### src/rtl/rsp_capture.sv
module rsp_capture #(
  parameter int TO_W = 8
) (
  input  logic            clk,
  input  logic            rst_n,
  input  logic            bit_tick,
  input  logic            cmd_line,
  input  logic            cmd_sent,
  input  logic [1:0]      rsp_kind,
  input  logic            to_we,
  input  logic [TO_W-1:0] to_wdata,
  input  logic            rd_en,
  output logic [15:0]     rd_data,
  output logic [3:0]      fifo_level,
  output logic            rsp_done,
  output logic            rsp_crc_err,
  output logic            rsp_timeout
);

  localparam int DEPTH = 8;
  localparam int PW    = $clog2(DEPTH);

  typedef enum logic [1:0] {S_IDLE, S_WAIT, S_SHIFT} st_t;

  st_t             st;
  logic [1:0]      kind;
  logic [7:0]      idx;
  logic [TO_W-1:0] to_limit, wait_cnt;
  logic [14:0]     sr;
  logic [6:0]      crc, rx_crc;
  logic [15:0]     mem [DEPTH];
  logic [PW:0]     wp, rp;

  logic [7:0] flen, skip, cur_idx;
  logic       take, last, push, pop, empty, in_crc, in_rx, fb;

  assign flen    = (kind == 2'd2) ? 8'd136 : 8'd48;
  assign skip    = (kind == 2'd2) ? 8'd8 : 8'd0;
  assign cur_idx = (st == S_WAIT) ? 8'd0 : idx;
  assign take    = !cmd_sent && bit_tick &&
                   ((st == S_SHIFT) || (st == S_WAIT && !cmd_line));
  assign last    = take && (cur_idx == flen - 8'd1);
  assign push    = take && (cur_idx >= skip) &&
                   (cur_idx[3:0] == ((kind == 2'd2) ? 4'd7 : 4'd15));
  assign empty   = (wp == rp);
  assign pop     = !cmd_sent && rd_en && !empty;
  assign in_crc  = (cur_idx >= skip) && (cur_idx <= flen - 8'd9);
  assign in_rx   = (cur_idx >= flen - 8'd8) && (cur_idx <= flen - 8'd2);
  assign fb      = crc[6] ^ cmd_line;

  assign rd_data    = empty ? 16'h0000 : mem[rp[PW-1:0]];
  assign fifo_level = 4'(wp - rp);

  always_ff @(posedge clk or negedge rst_n) begin
    if (!rst_n) begin
      st          <= S_IDLE;
      kind        <= 2'd0;
      idx         <= 8'd0;
      to_limit    <= '1;
      wait_cnt    <= '0;
      sr          <= '0;
      crc         <= '0;
      rx_crc      <= '0;
      wp          <= '0;
      rp          <= '0;
      rsp_done    <= 1'b0;
      rsp_crc_err <= 1'b0;
      rsp_timeout <= 1'b0;
    end else begin
      if (to_we) to_limit <= to_wdata;
      if (cmd_sent) begin
        kind        <= rsp_kind;
        st          <= (rsp_kind == 2'd0) ? S_IDLE : S_WAIT;
        rsp_done    <= (rsp_kind == 2'd0);
        rsp_crc_err <= 1'b0;
        rsp_timeout <= 1'b0;
        wait_cnt    <= '0;
        idx         <= 8'd0;
        crc         <= '0;
        rx_crc      <= '0;
        wp          <= '0;
        rp          <= '0;
      end else begin
        if (pop) rp <= rp + 1'b1;
        if (st == S_WAIT && bit_tick && cmd_line) begin
          if (wait_cnt == to_limit) begin
            st          <= S_IDLE;
            rsp_done    <= 1'b1;
            rsp_timeout <= 1'b1;
          end else begin
            wait_cnt <= wait_cnt + 1'b1;
          end
        end
        if (take) begin
          sr  <= {sr[13:0], cmd_line};
          idx <= cur_idx + 8'd1;
          if (st == S_WAIT) st <= S_SHIFT;
          if (in_crc) crc <= {crc[5:0], 1'b0} ^ (fb ? 7'h09 : 7'h00);
          if (in_rx)  rx_crc <= {rx_crc[5:0], cmd_line};
          if (push) begin
            mem[wp[PW-1:0]] <= {sr, cmd_line};
            wp <= wp + 1'b1;
          end
          if (last) begin
            st          <= S_IDLE;
            rsp_done    <= 1'b1;
            rsp_crc_err <= (kind != 2'd3) && (crc != rx_crc);
          end
        end
      end
    end
  end

  assert_level_bound_R12: assert property (@(posedge clk) disable iff (!rst_n)
    fifo_level <= 4'(DEPTH));

  assert_flush_R10: assert property (@(posedge clk) disable iff (!rst_n)
    cmd_sent |=> (fifo_level == 4'd0) && !rsp_crc_err && !rsp_timeout);

  assert_err_with_done_R4: assert property (@(posedge clk) disable iff (!rst_n)
    rsp_crc_err |-> rsp_done);

  assert_unchecked_kind_R5: assert property (@(posedge clk) disable iff (!rst_n)
    (kind == 2'd3) |-> !rsp_crc_err);

  assert_timeout_empty_R7: assert property (@(posedge clk) disable iff (!rst_n)
    rsp_timeout |-> (fifo_level == 4'd0) && rsp_done && !rsp_crc_err);

  assert_empty_read_R9: assert property (@(posedge clk) disable iff (!rst_n)
    (fifo_level == 4'd0 && rd_en && !bit_tick) |=> (fifo_level == 4'd0));

  assert_done_holds_R11: assert property (@(posedge clk) disable iff (!rst_n)
    (rsp_done && !cmd_sent) |=> rsp_done && $stable(rsp_crc_err) && $stable(rsp_timeout));

  assert_frozen_after_done_R11: assert property (@(posedge clk) disable iff (!rst_n)
    (rsp_done && !cmd_sent && !rd_en) |=> $stable(fifo_level));

endmodule

### config.mk
export PLATFORM = sky130hd
export DESIGN_NAME = rsp_capture
export DESIGN_NICKNAME = d
export VERILOG_FILES = /design/src/rtl/rsp_capture.sv
export SDC_FILE = /design/constraint.sdc
export NUM_CORES = 1
export LEC_CHECK = 0
export BUFFER_PORTS_ARGS = -buffer_cell sky130_fd_sc_hd__buf_2
export CORE_MARGIN = 2
export CORE_UTILIZATION = 48
export CTS_BUF_LIST = sky130_fd_sc_hd__clkbuf_2
export DETAILED_ROUTE_END_ITERATION = 8
export GPL_ROUTABILITY_DRIVEN = 1
export PLACE_DENSITY = 0.72
export SLEW_MARGIN = 10
export SYNTH_ARGS = -nofsm -noshare
export SYNTH_HDL_FRONTEND = slang
export SYNTH_SLANG_ARGS = --single-unit
### constraint.sdc
create_clock -name clk -period 7.8 [get_ports clk]
set_input_delay 0.39 -clock clk [delete_from_list [all_inputs] [get_ports clk]]
set_output_delay 0.39 -clock clk [all_outputs]
set_load 0.005 [all_outputs]
; ---- Word level (Yosys, flattened, before mapping)
; Memories as Yosys holds them, arrays and structs flattened.
; Index checks and enable logic that the tools add are counted.
[totals]
ramBits = 128
mem_count = 1
inputBits = 17
reg_bits = 68
[mem_list]
columns = name, words, word_bits, read_ports, rd_clocked_by_memory_dff, write_ports, line_no
row1 = mem, 8, 16, 1, 0, 1, 31  ; logic [15:0] mem [DEPTH];
[classes]
n_eq_ne = 10
reduce_logical = 34
n_mux = 44
add_sub_neg = 9
bitwise = 3
n_lt_le_gt_ge = 4
[ops]
columns = cell, count
row1 = $mux W8, 7
row2 = $mux W7, 6
row3 = $mux W4, 8
row4 = $add A8 B1 Y8 const B, 2
row5 = $eq A8 B8 Y1, 2
row6 = $le A8 B8 Y1, 2
row7 = $mux W1, 16
row8 = $mux W16, 1
row9 = $reduce_bool A2 Y1, 8
row10 = $sub A8 B4 Y8 const B, 2
row11 = $logic_and A1 B1 Y1, 14
row12 = $reduce_and A2 Y1, 7
row13 = $mux W2, 6
row14 = $add A4 B1 Y4 const B, 2
row15 = $eq A4 B4 Y1, 2
row16 = $ge A8 B4 Y1, 1
row17 = $ge A8 B8 Y1, 1
row18 = $sub A8 B1 Y8 const B, 1
row19 = $sub A8 B2 Y8 const B, 1
row20 = $ne A7 B7 Y1, 1
row21 = $xor A7 B4 Y7, 1
row22 = $eq A2 B2 Y1 const B, 2
row23 = $ne A2 B2 Y1 const B, 2
row24 = $sub A4 B4 Y4, 1
row25 = other kinds (6), 8

; ---- Logic depth before layout (Yosys ltp)
[depth]
ltp_word = 11
depth_mapped = 11

; ---- Worst setup path after synthesis
; No wires, ideal clock.
[synth_timing]
path_type = reg-to-reg
start = register st[1]
end = memory mem[3][0], enable pin
setup_time_ns = 0.409
t_arrival_ns = 3.472
synth_period_minus_slack_ns = 3.882
setup_slack_ns = 3.918
stages_incl_launch_ff = 10
n_path_buf = 2
cell_sequence = dfrtp_1 -> nand2b_1 -> buf_2 -> clkbuf_1 -> and2_1 -> ha_1 -> a211o_1 -> a311oi_4 -> nand2_1 -> nor3_1
[synth_via]
elab_chain_len = 11
[synth_rtl]
columns = element, line_no
row1 = from (decl), 25  ; st_t st;
row2 = from (signal assigned), 73  ; st <= (rsp_kind == 2'd0) ? S_IDLE : S_WAIT;
row3 = "parallel branches: the longest is 7 deep, another holds $ge A8 B4 Y1", n/a
row4 = $mux W1 (*), 94  ; if (take) begin
row5 = $mux W1 (*), 71  ; if (cmd_sent) begin
row6 = $logic_and A1 B1 Y1 (not written as such) (*), 101  ; mem[wp[PW-1:0]] <= {sr, cmd_line};
row7 = $mux W1 (not written as such) (*), 101
row8 = to (decl), 31
; Every way passes the cells marked *.

; ---- Worst setup path after layout
[layout_timing]
start = register rp[2]
end = output port rd_data[3]
[layout_via]
elab_chain_len = 2
[layout_rtl]
columns = element, line_no
row1 = from (decl), 32  ; logic [PW:0] wp, rp;
row2 = from (signal assigned), 84  ; if (pop) rp <= rp + 1'b1;
row3 = $mem_v2 Z8 W16 / $eq A4 B4 Y1 (equally long branches), n/a
row4 = $mux W16 (*), 51  ; assign rd_data = empty ? 16'h0000 : mem[rp[PW-1:0]];
row5 = to (decl), 13  ; output logic [15:0] rd_data,
; Every way passes the cells marked *; elsewhere a longest branch is shown, timed or not.

==> results.yml <==
outcome:
  status: "complete, no violations"
sta:
  maxSlewHeadroom_pct: 28.1
  setup_viol: 0
  finalHoldViolCount: 0
  rsz0062_at_grt: "false"
  layout_setup_ws_ps: 3710
  clock_skew_ps: 46.1
  worstMarginPinSlew_ps: 1080
  drv_slew: 0
  fin_setup_tns_ps: 0
  fin_hold_ws_ps: 112
  finalCriticalPeriod_ps: 4090
  fmax_mhz: 244
  period_share_pct: 52.5
finish:
  fin_cells: 870
  seqCellArea_um2: 5560
  layout-drive-gt1-share_pct: 24.5
  diodes: 0
  syn_to_final_growth_pct: 10.7
  multi_input_area_um2: 2830
  final_nets: 664
  design_area_um2: 9450
  final_cell_mix: "edfxtp_1 (128), dfrtp_1 (59), nand2_1 (55)"
  nFillCells: 1392
  final_common_cell: "edfxtp_1"
  fin_util_pct: 54.4
place:
  io_buffers: 39
  placed_cells: 817
  pre_cts_slack_ps: 3750
  place_congestion: 0.828
  place_area_um2: 9010
  hpwl_um: 10800
power_and_ir_drop:
  peakVddDrop_mv: 0.108
  clkPwrFrac_pct: 27.2
  p_sw_share_pct: 25.2
  p_total_mw: 1.77
  internal_power_mw: 1.32
  pwr-share-comb_pct: 5.1
  p_leak_nw: 3.67
  p_seq_share_pct: 67.7
  netSwitchingPower_mw: 0.445
  powerDensity_nw_per_um2: 187
worst_setup_path:
  r2r-start: "st[1]"
  critPathMaxFanout: 19
  arrival_ps: 3700
  r2r-end: "mem[1][2]"
  start_kind: "flip-flop"
  rr_worst_depth: 8
  reg2reg_slack_ps: 4010
  crit_path_end_kind: "output pin"
  required_ps: 7410
  worstSetupPathType: "flip-flop to output pin"
drt:
  initialDrtViolationCount: 296
  first_pass_iters: 5
  wire_per_inst_um: 19.3
  vias: 4933
  finalWirelength_um: 16800
  drcViolationCount: 0
  viasPerCell: 5.67
  antenna_left: 0
hold_path:
  hold_depth: 5
  min_to: "rsp_timeout"
  hold_class: "input port to flip-flop"
  hold_start: "bit_tick"
clock_network:
  clockBufferDepth: 2
  clkTransAtPathRegs_ps: 260
  insertion_delay_ps: 770
  htreeDepth: 4
  cts_tree: "yes"
  cts_root_buffer: "clkbuf_2"
  post_cts_buffers: 0
  cts_sinks: 196
  numCtsBuffers: 17
yosys:
  synth-main-ff-cell: "edfxtp_1"
  synthArstFlopShare_pct: 34.7
  yosysTopAreaCellShare_pct: 45.0
  ys_ff_latch: 196
  syn_area_per_cell_um2: 15.0
  synth_area_um2: 8540
  synth_edf_count: 128
  yosys_warnings: 0
  yosysSeqAreaShare_pct: 65.1
  yosysTopAreaCell: "edfxtp_1"
  synthTopCellsByArea: "edfxtp_1 (45%), dfrtp_1 (18%), mux4_2 (8.4%)"
  syn_nets: 600
  syn_inst: 568
  synth_cell_types: 58
die:
  std_cell_rows: 48
  die_width_um: 137
  initial_core_util_pct: 49.2
  die-area_um2: 18900
  core_area_um2: 17400
  die_y_um: 137
  io_pins: 40
global_route:
  grt_max_degree: 40
  grt_usage_pct: 19.3
  grt_pass1_vias: 5045
  grt_first_pass_wirelength_um: 27100
  antenna_found_initial: 0
  grt_remaining_overflow: 0
job:
  maxCapViolCount: 0
## synthesized netlist by cell type (all sizes together), types with 3 or more instances
master	n
nand2	55
and2	6
nand4	6
a31oi	3
a211oi	3
nand2b	3
o2111ai	5
mux2i	16
a21oi	25
mux4	32
inv	16
nor2b	6
o21ai	11
nor2	32
xnor2	15
and3	3
a21o	3
mux2	29
o211ai	3
buf	6
dfstp	8
nand3	7
dfrtp	60
xor2	15
edfxtp	128
ha	14
clkbuf	20
nor3	7
## cells by family (layout without fill, tap and decap cells)
group / count (synthesis) / count (layout) / synth area share, %
AND/OR/NAND/NOR: 138 / 138 / 7.65
XOR/XNOR: 30 / 30 / 3.08
adder cells (fa/ha/maj): 15 / 15 / 2.29
AO/OA/AOI/OAI: 69 / 69 / 5.76
flip-flops: 196 / 196 / 65.1
multiplexers: 77 / 77 / 14.1
buffers and inverters: 43 / 120 / 1.99
## power groups by stage
stage | Combinational (mW) | Sequential, mW | Clock [mW]
6_report | 0.0907 | 1.20 | 0.481
5_1_grt | 0.100 | 1.20 | 0.540
4_1_cts | 0.0912 | 1.20 | 0.493
3_5_place_dp | 0.0799 | 1.22 | 0
3_3_place_gp | 0.0774 | 1.21 | 0
2_1_floorplan | 0.0566 | 1.20 | 0
## registers in the layout, indices dropped and copies added, names as in the netlist, 2 cells and up
register  count
wait_cnt      8
wp            4
rx_crc        7
st            2
mem         128
sr           15
idx           8
rp            4
kind          2
to_limit      8
crc           7
## cell type report
type                    count  share of cell area, %
well taps                 225                   2.98
flip-flops and latches    196                   58.8
clock buffers              17                  0.900
multi-input cells         329                   30.0
clock inverters            15                   1.51
repair buffers             71                   5.16
inverters                  17                  0.675
## how the worst max path moves through the flow
stage / slack, ps / endpoint / from / cells after the start
after global routing: 3390 / rd_data[14] / rp[2] / 6
after detailed placement: 3750 / mem[3][0] / st[1] / 7
final: 3710 / rd_data[3] / rp[2] / 6
after global placement: 3830 / mem[2][2] / st[1] / 7
after floorplan: 3920 / mem[3][0] / st[1] / 9
after CTS: 3530 / rd_data[3] / rp[2] / 6
## layer usage
metal / GRT usage (%) / up-vias / part of all wire (%)
met2: 32.8 / 127 / 51
li1: - / 2260 / -
met4: 4.87 / 0 / 0.98
met3: 4.19 / 15 / 4.6
met5: 0 / - / 0
met1: 25.3 / 2531 / 43
## repair_timing
item | CTS | global route
hold endpoints to repair | 52 | 0
resized for setup | 0 | 0
hold buffers | 21 | 0
setup endpoints to repair | 0 | 0
## worst max-delay path: stages (launching register included)
cell	delay (ps)
dfrtp_1	390
buf_4	270
clkinv_1	610
ha_1	590
and4_1	790
a21oi_1	110
buf_2	180
No activity file was read; power rests on OpenSTA's default activity.
